==> src/rtl/qr_gate_pkg.sv <==
package qr_gate_pkg;

    typedef enum logic {
        SUPP_SHORT = 1'b0,
        SUPP_LONG  = 1'b1
    } supp_sel_e;

    typedef struct packed {
        logic fb;
        logic ilim;
    } trip_t;

    typedef struct packed {
        logic on_req;
        logic supp_done;
        logic max_off;
    } off_stat_t;

    function automatic logic any_trip(input trip_t t);
        return t.fb | t.ilim;
    endfunction

    function automatic supp_sel_e pick_supp(input logic level_low);
        return level_low ? SUPP_LONG : SUPP_SHORT;
    endfunction

endpackage

==> src/rtl/qr_on_timer.sv <==
module qr_on_timer
    import qr_gate_pkg::*;
#(
    parameter int LEB_CYC     = 4,
    parameter int TON_MAX_CYC = 20
) (
    input  logic  clk,
    input  logic  rst,
    input  logic  gate_q,
    input  trip_t trip_i,
    output logic  blank_o,
    output logic  off_req_o
);
    localparam int ON_W = $clog2(TON_MAX_CYC + 1);
    localparam logic [ON_W-1:0] LEB_V   = ON_W'(LEB_CYC);
    localparam logic [ON_W-1:0] ON_LAST = ON_W'(TON_MAX_CYC - 1);
    localparam logic [ON_W-1:0] ON_SAT  = {ON_W{1'b1}};

    logic [ON_W-1:0] on_cnt;

    always_ff @(posedge clk) begin
        if (rst || !gate_q) begin
            on_cnt <= '0;
        end else if (on_cnt != ON_SAT) begin
            on_cnt <= on_cnt + 1'b1;
        end
    end

    always_comb begin
        blank_o   = gate_q && (on_cnt < LEB_V);
        off_req_o = gate_q && (((on_cnt >= LEB_V) && any_trip(trip_i)) ||
                               (on_cnt == ON_LAST));
    end


    max_on_chk: assert property (@(posedge clk) disable iff (rst)
        (gate_q && on_cnt == ON_LAST) |=> !gate_q);

endmodule

==> src/rtl/qr_off_timer.sv <==
module qr_off_timer
    import qr_gate_pkg::*;
#(
    parameter int RS_LONG_CYC  = 8,
    parameter int RS_SHORT_CYC = 3,
    parameter int TOFF_MAX_CYC = 40,
    parameter int VALLEY_W     = 4
) (
    input  logic                clk,
    input  logic                rst,
    input  logic                gate_q,
    input  logic                zc_i,
    input  logic                zc_low_i,
    input  logic [VALLEY_W-1:0] target_i,
    output off_stat_t           stat_o
);
    localparam int OFF_W = $clog2(TOFF_MAX_CYC + 1);
    localparam logic [OFF_W-1:0] OFF_LAST = OFF_W'(TOFF_MAX_CYC - 1);
    localparam logic [OFF_W-1:0] OFF_SAT  = {OFF_W{1'b1}};
    localparam logic [OFF_W-1:0] RS_L     = OFF_W'(RS_LONG_CYC);
    localparam logic [OFF_W-1:0] RS_S     = OFF_W'(RS_SHORT_CYC);
    localparam logic [VALLEY_W-1:0] V_SAT = {VALLEY_W{1'b1}};

    logic [OFF_W-1:0]    off_cnt;
    logic [VALLEY_W-1:0] vcnt;
    logic                zc_prev;
    supp_sel_e           supp_sel;
    logic [OFF_W-1:0]    supp_len;
    logic                zc_rise;

    always_ff @(posedge clk) begin
        if (rst) begin
            supp_sel <= SUPP_LONG;
        end else if (gate_q) begin
            supp_sel <= pick_supp(zc_low_i);
        end
    end

    always_ff @(posedge clk) begin
        if (rst || gate_q) begin
            off_cnt <= '0;
        end else if (off_cnt != OFF_SAT) begin
            off_cnt <= off_cnt + 1'b1;
        end
    end

    always_ff @(posedge clk) begin
        if (rst) begin
            zc_prev <= 1'b0;
        end else begin
            zc_prev <= zc_i;
        end
    end

    always_comb begin
        supp_len         = (supp_sel == SUPP_LONG) ? RS_L : RS_S;
        zc_rise          = zc_i && !zc_prev;
        stat_o.supp_done = !gate_q && (off_cnt >= supp_len);
        stat_o.max_off   = !gate_q && (off_cnt == OFF_LAST);
        stat_o.on_req    = (stat_o.supp_done && (vcnt >= target_i)) || stat_o.max_off;
    end

    always_ff @(posedge clk) begin
        if (rst || gate_q) begin
            vcnt <= '0;
        end else if (stat_o.supp_done && zc_rise && vcnt != V_SAT) begin
            vcnt <= vcnt + 1'b1;
        end
    end


    valley_clr_chk: assert property (@(posedge clk) disable iff (rst)
        gate_q |=> (vcnt == '0));


    valley_nowrap_chk: assert property (@(posedge clk) disable iff (rst)
        (!gate_q && vcnt == V_SAT) |=> (gate_q || vcnt == V_SAT));

endmodule

==> src/rtl/qr_fault_filter.sv <==
module qr_fault_filter #(
    parameter int SC_BLANK_CYC = 3
) (
    input  logic clk,
    input  logic rst,
    input  logic short_i,
    output logic fault_o
);
    localparam int SC_W = $clog2(SC_BLANK_CYC + 1);
    localparam logic [SC_W-1:0] SC_LAST = SC_W'(SC_BLANK_CYC - 1);

    logic [SC_W-1:0] sc_cnt;

    always_ff @(posedge clk) begin
        if (rst) begin
            sc_cnt  <= '0;
            fault_o <= 1'b0;
        end else if (!short_i) begin
            sc_cnt <= '0;
        end else if (sc_cnt == SC_LAST) begin
            fault_o <= 1'b1;
        end else begin
            sc_cnt <= sc_cnt + 1'b1;
        end
    end


    fault_sticky_chk: assert property (@(posedge clk) disable iff (rst)
        fault_o |=> fault_o);


    fault_quiet_chk: assert property (@(posedge clk) disable iff (rst)
        (!fault_o && !short_i) |=> !fault_o);

endmodule

==> src/rtl/qr_gate_ctrl.sv <==
module qr_gate_ctrl
    import qr_gate_pkg::*;
#(
    parameter int LEB_CYC      = 4,
    parameter int TON_MAX_CYC  = 20,
    parameter int RS_LONG_CYC  = 8,
    parameter int RS_SHORT_CYC = 3,
    parameter int TOFF_MAX_CYC = 40,
    parameter int SC_BLANK_CYC = 3,
    parameter int VALLEY_W     = 4
) (
    input  logic                clk,
    input  logic                rst,
    input  logic                zc_pulse_i,
    input  logic                zc_low_i,
    input  logic                fb_trip_i,
    input  logic                ilim_trip_i,
    input  logic                short_trip_i,
    input  logic [VALLEY_W-1:0] valley_target_i,
    output logic                gate_o,
    output logic                fault_o
);
    logic      gate_q;
    logic      gate_d;
    logic      fault_q;
    logic      blank;
    logic      off_req;
    trip_t     trip;
    off_stat_t ostat;

    assign trip.fb   = fb_trip_i;
    assign trip.ilim = ilim_trip_i;

    qr_on_timer #(
        .LEB_CYC     (LEB_CYC),
        .TON_MAX_CYC (TON_MAX_CYC)
    ) u_on (
        .clk       (clk),
        .rst       (rst),
        .gate_q    (gate_q),
        .trip_i    (trip),
        .blank_o   (blank),
        .off_req_o (off_req)
    );

    qr_off_timer #(
        .RS_LONG_CYC  (RS_LONG_CYC),
        .RS_SHORT_CYC (RS_SHORT_CYC),
        .TOFF_MAX_CYC (TOFF_MAX_CYC),
        .VALLEY_W     (VALLEY_W)
    ) u_off (
        .clk      (clk),
        .rst      (rst),
        .gate_q   (gate_q),
        .zc_i     (zc_pulse_i),
        .zc_low_i (zc_low_i),
        .target_i (valley_target_i),
        .stat_o   (ostat)
    );

    qr_fault_filter #(
        .SC_BLANK_CYC (SC_BLANK_CYC)
    ) u_fault (
        .clk     (clk),
        .rst     (rst),
        .short_i (short_trip_i),
        .fault_o (fault_q)
    );

    always_comb begin
        if (fault_q) begin
            gate_d = 1'b0;
        end else if (gate_q) begin
            gate_d = !off_req;
        end else begin
            gate_d = ostat.on_req;
        end
    end

    always_ff @(posedge clk) begin
        if (rst) begin
            gate_q <= 1'b0;
        end else begin
            gate_q <= gate_d;
        end
    end

    assign gate_o  = gate_q;
    assign fault_o = fault_q;


    leb_hold_chk: assert property (@(posedge clk) disable iff (rst)
        (gate_q && blank && !fault_q) |=> gate_q);


    supp_hold_chk: assert property (@(posedge clk) disable iff (rst)
        (!gate_q && !ostat.supp_done) |=> !gate_q);


    max_off_chk: assert property (@(posedge clk) disable iff (rst)
        (ostat.max_off && !fault_q) |=> gate_q);


    fault_gate_chk: assert property (@(posedge clk) disable iff (rst)
        fault_q |=> !gate_q);

endmodule

==> config.mk <==
export PLATFORM = sky130hd
export DESIGN_NAME = qr_gate_ctrl
export DESIGN_NICKNAME = d
export VERILOG_FILES = /design/src/rtl/qr_gate_pkg.sv /design/src/rtl/qr_on_timer.sv /design/src/rtl/qr_off_timer.sv /design/src/rtl/qr_fault_filter.sv /design/src/rtl/qr_gate_ctrl.sv
export SDC_FILE = /design/constraint.sdc
export NUM_CORES = 1
export LEC_CHECK = 0
export BUFFER_PORTS_ARGS = -buffer_cell sky130_fd_sc_hd__buf_4
export CORE_MARGIN = 4
export CORE_UTILIZATION = 53
export CTS_BUF_LIST = sky130_fd_sc_hd__clkbuf_8
export DETAILED_ROUTE_END_ITERATION = 10
export GPL_ROUTABILITY_DRIVEN = 0
export PLACE_DENSITY = 0.79
export SYNTH_ARGS = -nofsm -noshare
export SYNTH_HDL_FRONTEND = slang
export SYNTH_SLANG_ARGS = --single-unit
==> constraint.sdc <==
create_clock -name clk -period 1.68 [get_ports clk]
set_clock_uncertainty 0.05 [all_clocks]
set_input_delay 0.084 -clock clk [delete_from_list [all_inputs] [get_ports clk]]
set_output_delay 0.084 -clock clk [all_outputs]
set_load 0.02 [all_outputs]
==> flow_metrics.py, run 1 <==
metrics = {
    "synthesis": {
        "ys_types": 31,
        "synth_cells": 129,
        "synth-compound-area-share": 0.141,
        "synth_area_um2": 1110,
        "synth_adder_area_share": 0.147,
        "synth-simple-area-share": 0.219,
        "ys_seq_elements": 21,
        "yosysWarnings": 0,
        "synth-edff-count": 0,
        "synth_ff_type": "dfxtp_1",
        "async_flop_share": 0,
        "synth_mux_area_frac": 0.0271,
        "ys_seq_area_frac": 0.380,
        "synth_top_family_by_area": "simple AND/OR/NAND/NOR gates",
        "synth-xor-area-share": 0.0475,
        "synth_area_per_cell_um2": 8.57,
        "syn-num-nets": 153,
    },
    "final_layout": {
        "final_cell_mix": "nor2_1 (21), buf_4 (21), dfxtp_1 (18), ha_1 (10), inv_1 (9)",
        "instances_no_fill": 181,
        "area_growth_pct": 28.6,
        "diodes": 0,
        "drive_above_1_share": 0.253,
        "num-nets-final": 179,
        "n_fill_cell": 161,
    },
    "clock_network": {
        "htree_num_levels": 1,
        "path_clk_slew_ps": 70,
        "worstSkewPairLatency_ps": 260,
        "clkSinkCount": 21,
        "ctsRootBufferMaster": "clkbuf_8",
        "cts_tree": "done",
        "cts_buffer_depth": 2,
        "cts_made_buffers": 3,
    },
    "floorplanning": {
        "die_y_um": 53.7,
        "die_area_um2": 2880,
        "pin_count": 13,
        "die_w_um": 53.7,
        "coreArea_um2": 1980,
        "rows": 16,
        "start_util": 0.558,
    },
    "routing": {
        "postRouteAntennaNets": 0,
        "vias": 978,
        "wl_met2_um": 1130,
        "wl_per_cell_um": 12.8,
        "top_layer_used": "met4",
        "met3_length_um": 100,
        "viasPerCell": 5.40,
        "wl_um": 2320,
        "drc": 0,
        "dr.pass1.iters": 4,
        "drt_iter0_markers": 33,
        "drt-met1-wl_um": 1020,
    },
    "worst_setup_path": {
        "worstPathArrival_ps": 1830,
        "r2r-start": "u_off.supp_sel",
        "cp.required_ps": 1830,
        "path_cells": "inv_4, ha_4, nand2_2, o211a_1, buf_4, nor4_2, o311a_1",
        "cp-startpoint": "u_off.supp_sel",
        "crit_family": "compound AO/OA/AOI/OAI gates",
        "critPathMaxStageDelay_ps": 370,
        "crit_path_end_kind": "register",
        "crit_path_max_fanout": 4,
        "critPathLaunchType": "register",
        "path_class": "register to register",
        "cpMaxStageDelayCell": "dfxtp_2",
        "crit_buf_inv": 2,
    },
    "global_route": {
        "overflow": 0,
        "grt_pass1_vias": 942,
        "grt_max_degree": 12,
        "antenna_found_initial": 0,
        "grt_pass1_wl_um": 3980,
        "grt_usage": 0.194,
    },
    "sta": {
        "whs_ps": 22.4,
        "min_period_ps": 1680,
        "slew_headroom": 0.724,
        "final-max-slew-violation-count": 0,
        "worstMarginPinSlew_ps": 408,
        "fin_crit_sh": 1.00,
        "max_clock_freq_mhz": 595,
        "setup_viol": 1,
        "setup_ws_ps": -0.521,
        "rsz0062_at_grt": "true",
        "hold_viol": 0,
        "fin_setup_tns_ps": -0.521,
    },
    "run_status": {
        "violations": "negative setup slack",
        "status": "complete, but fails checks",
    },
    "job": {
        "drv_cap": 0,
    },
    "placement": {
        "place_inst": 175,
        "dp_hpwl_um": 1780,
        "io_buffers": 12,
        "pre_cts_ws_ps": -83.2,
    },
    "hold_path": {
        "worstHoldStart": "zc_low_i",
        "hp-class": "input port to register",
    },
    "power_and_ir_drop": {
        "p_total_uw": 943,
        "cellPowerDensity_nw_per_um2": 663,
        "leakagePower_nw": 0.604,
        "peakVddDrop_mv": 0.559,
    },
}
-- cell families after synthesis --
group	after synthesis
xor gates and xnor gates	6
adders and majority gates	13
and+or+nand+nor	52
buffers and inverters	11
muxes	3
DFF	21
AOI/OAI and AO/OA	23
-- cell type report --
cell class / instances / area [um2] / area share
multi-input cells: 97 / 712 / 0.500
inverters: 10 / 40.0 / 0.0281
well taps: 27 / 33.8 / 0.0237
clock buffers: 3 / 41.3 / 0.0290
clock inverters: 1 / 3.75 / 0.00264
flip-flops and latches: 21 / 424 / 0.298
repair buffers: 22 / 168 / 0.118
-- through the flow --
step            util  instance area, um2
2_1_floorplan      -                1120
3_3_place_gp   0.655                1300
3_5_place_dp   0.655                1300
4_1_cts        0.700                1390
5_1_grt        0.718                1420
6_report       0.718                1420
-- repair_timing --
item,in CTS,in global routing
buffers inserted,1,0
hold buffers,1,0
endpoints found under the setup margin,2,3
hold endpoints to repair,2,0
gates resized for setup,8,6
pin swaps,6,3
-- sequential cells by signal (all words and copies together), names as in the netlist --
signal,count
u_off.supp_sel,1
u_on.on_cnt,5
u_off.off_cnt,6
gate_o,1
u_off.zc_prev,1
u_fault.fault_o,1
u_off.vcnt,4
u_fault.sc_cnt,2
-- worst paths after layout --
kind / end / slack [ps] / depth (start not counted)
worst min register to register: u_fault.sc_cnt[1] / 470 / 2
worst max register to register: gate_o / -0.5 / 7
worst max-delay path: gate_o / -0.5 / 7
worst min-delay path: u_off.supp_sel / 20 / 3
-- report_power, final --
part | total [mW] | internal (mW) | switching, mW | leakage (nW)
sequential | 0.517 | 0.509 | 0.00811 | 0.171
combinational | 0.105 | 0.0567 | 0.0480 | 0.407
clock | 0.322 | 0.163 | 0.159 | 0.0269
-- Yosys cell counts (2+ instances only) --
library cell,count,area share
nand3_1,7,0.032
o211ai_1,2,0.014
a31oi_1,3,0.017
dfxtp_1,21,0.38
inv_1,10,0.034
ha_1,13,0.15
and3_1,2,0.011
a21oi_1,6,0.027
nand2_1,9,0.031
nor2_1,21,0.071
xor2_1,3,0.024
mux2i_1,3,0.027
nor2b_1,3,0.017
o21ai_0,4,0.018
nor3_1,4,0.018
xnor2_1,3,0.024
-- worst min-delay path, cell delays in order --
cell	delay, ps
buf_4	80
nand2_1	40
o211ai_1	90
-- layer usage --
metal	track usage	vias to the layer above
met2	0.333	23
met5	0	-
met3	0.0388	8
li1	-	502
met1	0.221	445
met4	0.115	0
Power figures use the tool's default switching activity.
==> inputs of run 2 (changes only) <==
PLACE_DENSITY = 0.76   (was 0.79)
==> run 2 against run 1 <==
Effect of this change: register-to-register slack barely moved; utilization is 0.25 points higher; critical endpoint is now u_off.vcnt[3]; the flow now finishes without violations; critical path type unchanged; sequential share of layout area shrank 0.10 points.
==> flow_metrics.py, run 2 (same netlist as run 1, synthesis figures left out) <==
metrics = {
    "final_layout": {
        "drive_above_1_share": 0.263,
        "diodes": 0,
        "area_growth_pct": 29.1,
        "final_core_util": 0.720,
        "final_cell_mix": "nor2_1 (21), buf_4 (19), dfxtp_1 (18), nand2_1 (9), ha_1 (9)",
        "multi_input_area_um2": 732,
        "regMostFlops": "u_off.off_cnt",
        "seqCellArea_um2": 424,
        "top_regs": "u_off.off_cnt: 6 flops, u_on.on_cnt: 5 flops, u_off.vcnt: 4 flops",
        "instances_no_fill": 179,
        "stdcell_area_um2": 1430,
        "n_fill_cell": 165,
        "final_common_cell": "nor2_1",
        "num-nets-final": 177,
        "largest_register_ffs": 6,
    },
    "worst_setup_path": {
        "path_class": "register to register",
        "critPathLaunchType": "register",
        "crit_path_max_fanout": 4,
        "cp-startpoint": "u_off.vcnt[0]",
        "worstPathArrival_ps": 1810,
        "cp.required_ps": 1820,
        "r2r-start": "u_off.vcnt[0]",
        "crit_path_end_kind": "register",
    },
    "routing": {
        "postRouteAntennaNets": 0,
        "wl_um": 2310,
        "wl_per_cell_um": 12.9,
        "drt_iter0_markers": 11,
        "dr.pass1.iters": 4,
        "viasPerCell": 5.49,
        "drc": 0,
        "vias": 982,
    },
    "sta": {
        "fin_setup_tns_ps": 0,
        "setup_ws_ps": 1.26,
        "fin_crit_sh": 0.999,
        "rsz0062_at_grt": "true",
        "slew_headroom": 0.740,
        "final-max-slew-violation-count": 0,
        "min_period_ps": 1680,
        "max_clock_freq_mhz": 596,
        "setup_viol": 0,
        "worstMarginPinSlew_ps": 388,
        "hold_viol": 0,
    },
    "floorplanning": {
        "pin_count": 13,
        "start_util": 0.558,
        "die_area_um2": 2880,
        "rows": 16,
        "coreArea_um2": 1980,
        "die_y_um": 53.7,
        "die_w_um": 53.7,
    },
    "placement": {
        "place_inst": 174,
        "pre_cts_ws_ps": -82.5,
        "io_buffers": 12,
        "dp_hpwl_um": 1720,
        "dpl_cell_area_um2": 1290,
    },
    "clock_network": {
        "worstSkewPairLatency_ps": 250,
        "cts_made_buffers": 3,
        "cts_buffer_depth": 2,
        "htree_num_levels": 1,
        "post-cts-setup-buffers": 0,
        "ctsRootBufferMaster": "clkbuf_8",
        "clkSinkCount": 21,
        "cts_tree": "done",
        "path_clk_slew_ps": 70,
    },
    "global_route": {
        "grt_pass1_vias": 940,
        "grt_max_degree": 12,
        "antenna_found_initial": 0,
        "grt_usage": 0.177,
        "grt_pass1_wl_um": 3800,
        "overflow": 0,
    },
    "hold_path": {
        "hp-class": "input port to register",
        "worstHoldStart": "zc_low_i",
    },
    "power_and_ir_drop": {
        "peakVddDrop_mv": 0.523,
        "leakagePower_nw": 0.598,
        "cellPowerDensity_nw_per_um2": 659,
    },
    "run_status": {
        "status": "finished, final reports clean",
    },
    "job": {
        "drv_cap": 0,
    },
}
[run 2: cell count changes in the layout (fill, tap and decap cells not counted), sizes merged]
cell  previous run  this run
buf             21        19
[run 2: report_power, final]
| part | switching [mW] | total (mW) | internal, mW |
|---|---|---|---|
| Sequential | 0.00867 | 0.518 | 0.509 |
| Clock | 0.155 | 0.318 | 0.162 |
| Combinational | 0.0489 | 0.105 | 0.0565 |
[run 2: repair_timing]
item                                   4_1_cts  5_1_grt
gates resized for setup                      7       10
pin swaps                                    4        2
setup endpoints to repair                    2        3
endpoints found under the hold margin        2        0
hold buffers                                 1        0
[run 2: final timing paths]
| kind | end | slack, ps | cells past startpoint |
|---|---|---|---|
| max reg2reg | u_off.vcnt[3] | 1 | 6 |
| max | u_off.vcnt[3] | 1 | 6 |
| min reg2reg | u_fault.fault_o | 460 | 2 |
| min | u_off.supp_sel | 6 | 3 |
[run 2: layout make-up]
cell class	count	share of cell area
sequential	21	0.297
tap	27	0.0237
multi-input combinational	97	0.513
clock inverter	1	0.00263
inverter	10	0.0280
clock buffer	3	0.0289
timing repair buffer	20	0.107
[run 2: stage by stage]
step	power (mW)	hold slack [ps]
final	0.941	5.82
after global routing	0.979	30.3
after CTS	0.943	6.27
after detailed placement	0.618	246
after global placement	0.613	240
after floorplan	0.574	106
[run 2: critical path, cell delays in order, from the launching register on]
cell     delay [ps]
dfxtp_2         330
buf_4           140
ha_1            230
nand3_2         100
nand3_2         120
or4_1           490
a21oi_1         150
[run 2: metal layers]
layer  share of wire  vias to the layer above  routed length, um  track usage
li1                -                      499                  -            -
met1            0.43                      466               1000        0.193
met2            0.53                       15               1230        0.345
met3           0.030                        2                 69       0.0249
met4          0.0030                        0                  7       0.0511
met5               0                        -                  0            0
==> inputs of run 3 (changes only) <==
MAX_ROUTING_LAYER = met4   (was not set)
PLACE_DENSITY = 0.73   (was 0.76)
==> run 3 against run 2 <==
Effect of this change: highest routed layer unchanged; power rose by 0.99%; register-to-register slack improved by 30 ps; utilization rose by 0.95 points; design area rose by 1.3%; global-route usage rose by 0.27 points; via count rose by 1.3%; non-clock buffer count rose by 1; die area did not move; hold slack improved by 2.1 ps; clock-buffer cell count did not move; maximum frequency rose by 1.7%; critical path depth rose by 1.
==> flow_metrics.py, run 3 (same netlist as run 1, synthesis figures left out) <==
metrics = {
    "run_status": {
        "status": "finished, final reports clean",
    },
    "sta": {
        "worstMarginPinSlew_ps": 369,
        "max_clock_freq_mhz": 606,
        "hold_viol": 0,
        "whs_ps": 7.95,
        "final-max-slew-violation-count": 0,
        "slew_headroom": 0.753,
        "fin_crit_sh": 0.982,
        "fin_setup_tns_ps": 0,
        "min_period_ps": 1650,
        "setup_viol": 0,
        "rsz0062_at_grt": "true",
    },
    "worst_setup_path": {
        "crit_path_end_kind": "register",
        "critPathLaunchType": "register",
        "crit_path_max_fanout": 4,
        "cp.required_ps": 1830,
        "worstPathArrival_ps": 1800,
        "path_class": "register to register",
        "r2r_cells": 7,
        "crit_buf_inv": 2,
        "crit_family": "compound AO/OA/AOI/OAI gates",
        "path_cells": "inv_1, ha_4, nor2b_1, o211a_1, buf_6, nor4_4, o311a_1",
        "cp.depth": 7,
        "cpMaxStageDelayCell": "dfxtp_2",
        "critPathMaxStageDelay_ps": 330,
    },
    "hold_path": {
        "hp-class": "input port to register",
        "holdPathStages": 3,
    },
    "final_layout": {
        "diodes": 0,
        "final_common_cell": "nor2_1",
        "final_cell_mix": "nor2_1 (21), buf_4 (19), dfxtp_1 (18), ha_1 (10), nand2_1 (9)",
        "num-nets-final": 178,
        "final_core_util": 0.730,
        "instances_no_fill": 180,
        "largest_register_ffs": 6,
        "area_growth_pct": 30.8,
        "top_regs": "u_off.off_cnt: 6 flops, u_on.on_cnt: 5 flops, u_off.vcnt: 4 flops",
        "regMostFlops": "u_off.off_cnt",
        "drive_above_1_share": 0.261,
    },
    "routing": {
        "dr.pass1.iters": 4,
        "top_layer_used": "met4",
        "wl_per_cell_um": 13.1,
        "postRouteAntennaNets": 0,
        "drc": 0,
        "drt-met1-wl_um": 1070,
        "met3_length_um": 79,
        "viasPerCell": 5.53,
        "wl_um": 2360,
        "wl_met2_um": 1160,
        "drt_iter0_markers": 15,
        "vias": 995,
    },
    "global_route": {
        "antenna_found_initial": 0,
        "grt_pass1_wl_um": 3700,
        "grt_pass1_vias": 887,
        "grt_usage": 0.179,
        "overflow": 0,
        "grt_max_degree": 13,
    },
    "clock_network": {
        "cts_buffer_depth": 2,
        "path_clk_slew_ps": 80,
        "clkSinkCount": 21,
        "cts_tree": "done",
        "cts_made_buffers": 3,
        "worstSkewPairLatency_ps": 250,
        "htree_num_levels": 1,
        "ctsRootBufferMaster": "clkbuf_8",
    },
    "floorplanning": {
        "die_w_um": 53.7,
        "rows": 16,
        "start_util": 0.558,
        "coreArea_um2": 1980,
        "die_y_um": 53.7,
        "die_area_um2": 2880,
        "pin_count": 13,
    },
    "placement": {
        "dp_hpwl_um": 1630,
        "place_inst": 174,
        "io_buffers": 12,
    },
    "power_and_ir_drop": {
        "cellPowerDensity_nw_per_um2": 657,
        "peakVddDrop_mv": 0.487,
        "leakagePower_nw": 0.610,
    },
    "job": {
        "drv_cap": 0,
    },
}
[run 3: power by group]
part           switching, mW  leakage (nW)  internal [mW]
sequential           0.00769         0.171          0.509
clock                  0.159        0.0255          0.165
combinational         0.0511         0.413         0.0590
total                  0.217         0.610          0.733
[run 3: worst register-to-register path, stage by stage (launching register included)]
cell and delay (ps):
dfxtp_2 330, inv_1 70, ha_4 270, nor2b_1 50
o211a_1 250, buf_6 130, nor4_4 280, o311a_1 170
[run 3: through the flow]
stage / cell area (um2) / worst slack (ps) / total power, mW
after floorplan: 1120 / 0.622 / 0.574
after global placement: 1290 / -11.0 / 0.613
after detailed placement: 1290 / -63.1 / 0.616
after CTS: 1370 / 37.2 / 0.945
after global routing: 1450 / -27.8 / 0.999
final: 1450 / 29.6 / 0.950
[run 3: path summary, 6_finish.rpt]
check / start / endpoint / slack, ps
max reg2reg: u_off.off_cnt[0] / gate_o / 30
min: zc_low_i / u_off.supp_sel / 8
min reg2reg: u_fault.sc_cnt[1] / u_fault.sc_cnt[1] / 460
max: u_off.off_cnt[0] / gate_o / 30
[run 3: routing by layer]
| metal | vias to the layer above | global-route usage |
|---|---|---|
| met4 | 0 | 0.0511 |
| met1 | 465 | 0.223 |
| li1 | 503 | - |
| met2 | 21 | 0.300 |
| met5 | - | - |
| met3 | 6 | 0.0249 |
[run 3: what timing repair did]
item / CTS / global route
setup buffers: 0 / 1
gates cloned: 0 / 0
pin swaps: 4 / 1
endpoints found under the hold margin: 2 / 0
hold buffers: 1 / 0
gates resized for setup: 7 / 10
endpoints found under the setup margin: 2 / 2
[run 3: cell type report]
| type | count | area (um2) |
|---|---|---|
| Multi-Input combinational cell | 97 | 738 |
| Sequential cell | 21 | 424 |
| Fill cell | 153 | 536 |
| Clock inverter | 1 | 5.00 |
| Inverter | 10 | 40.0 |
| Tap cell | 27 | 33.8 |
| Clock buffer | 3 | 41.3 |
| Timing Repair Buffer | 21 | 164 |
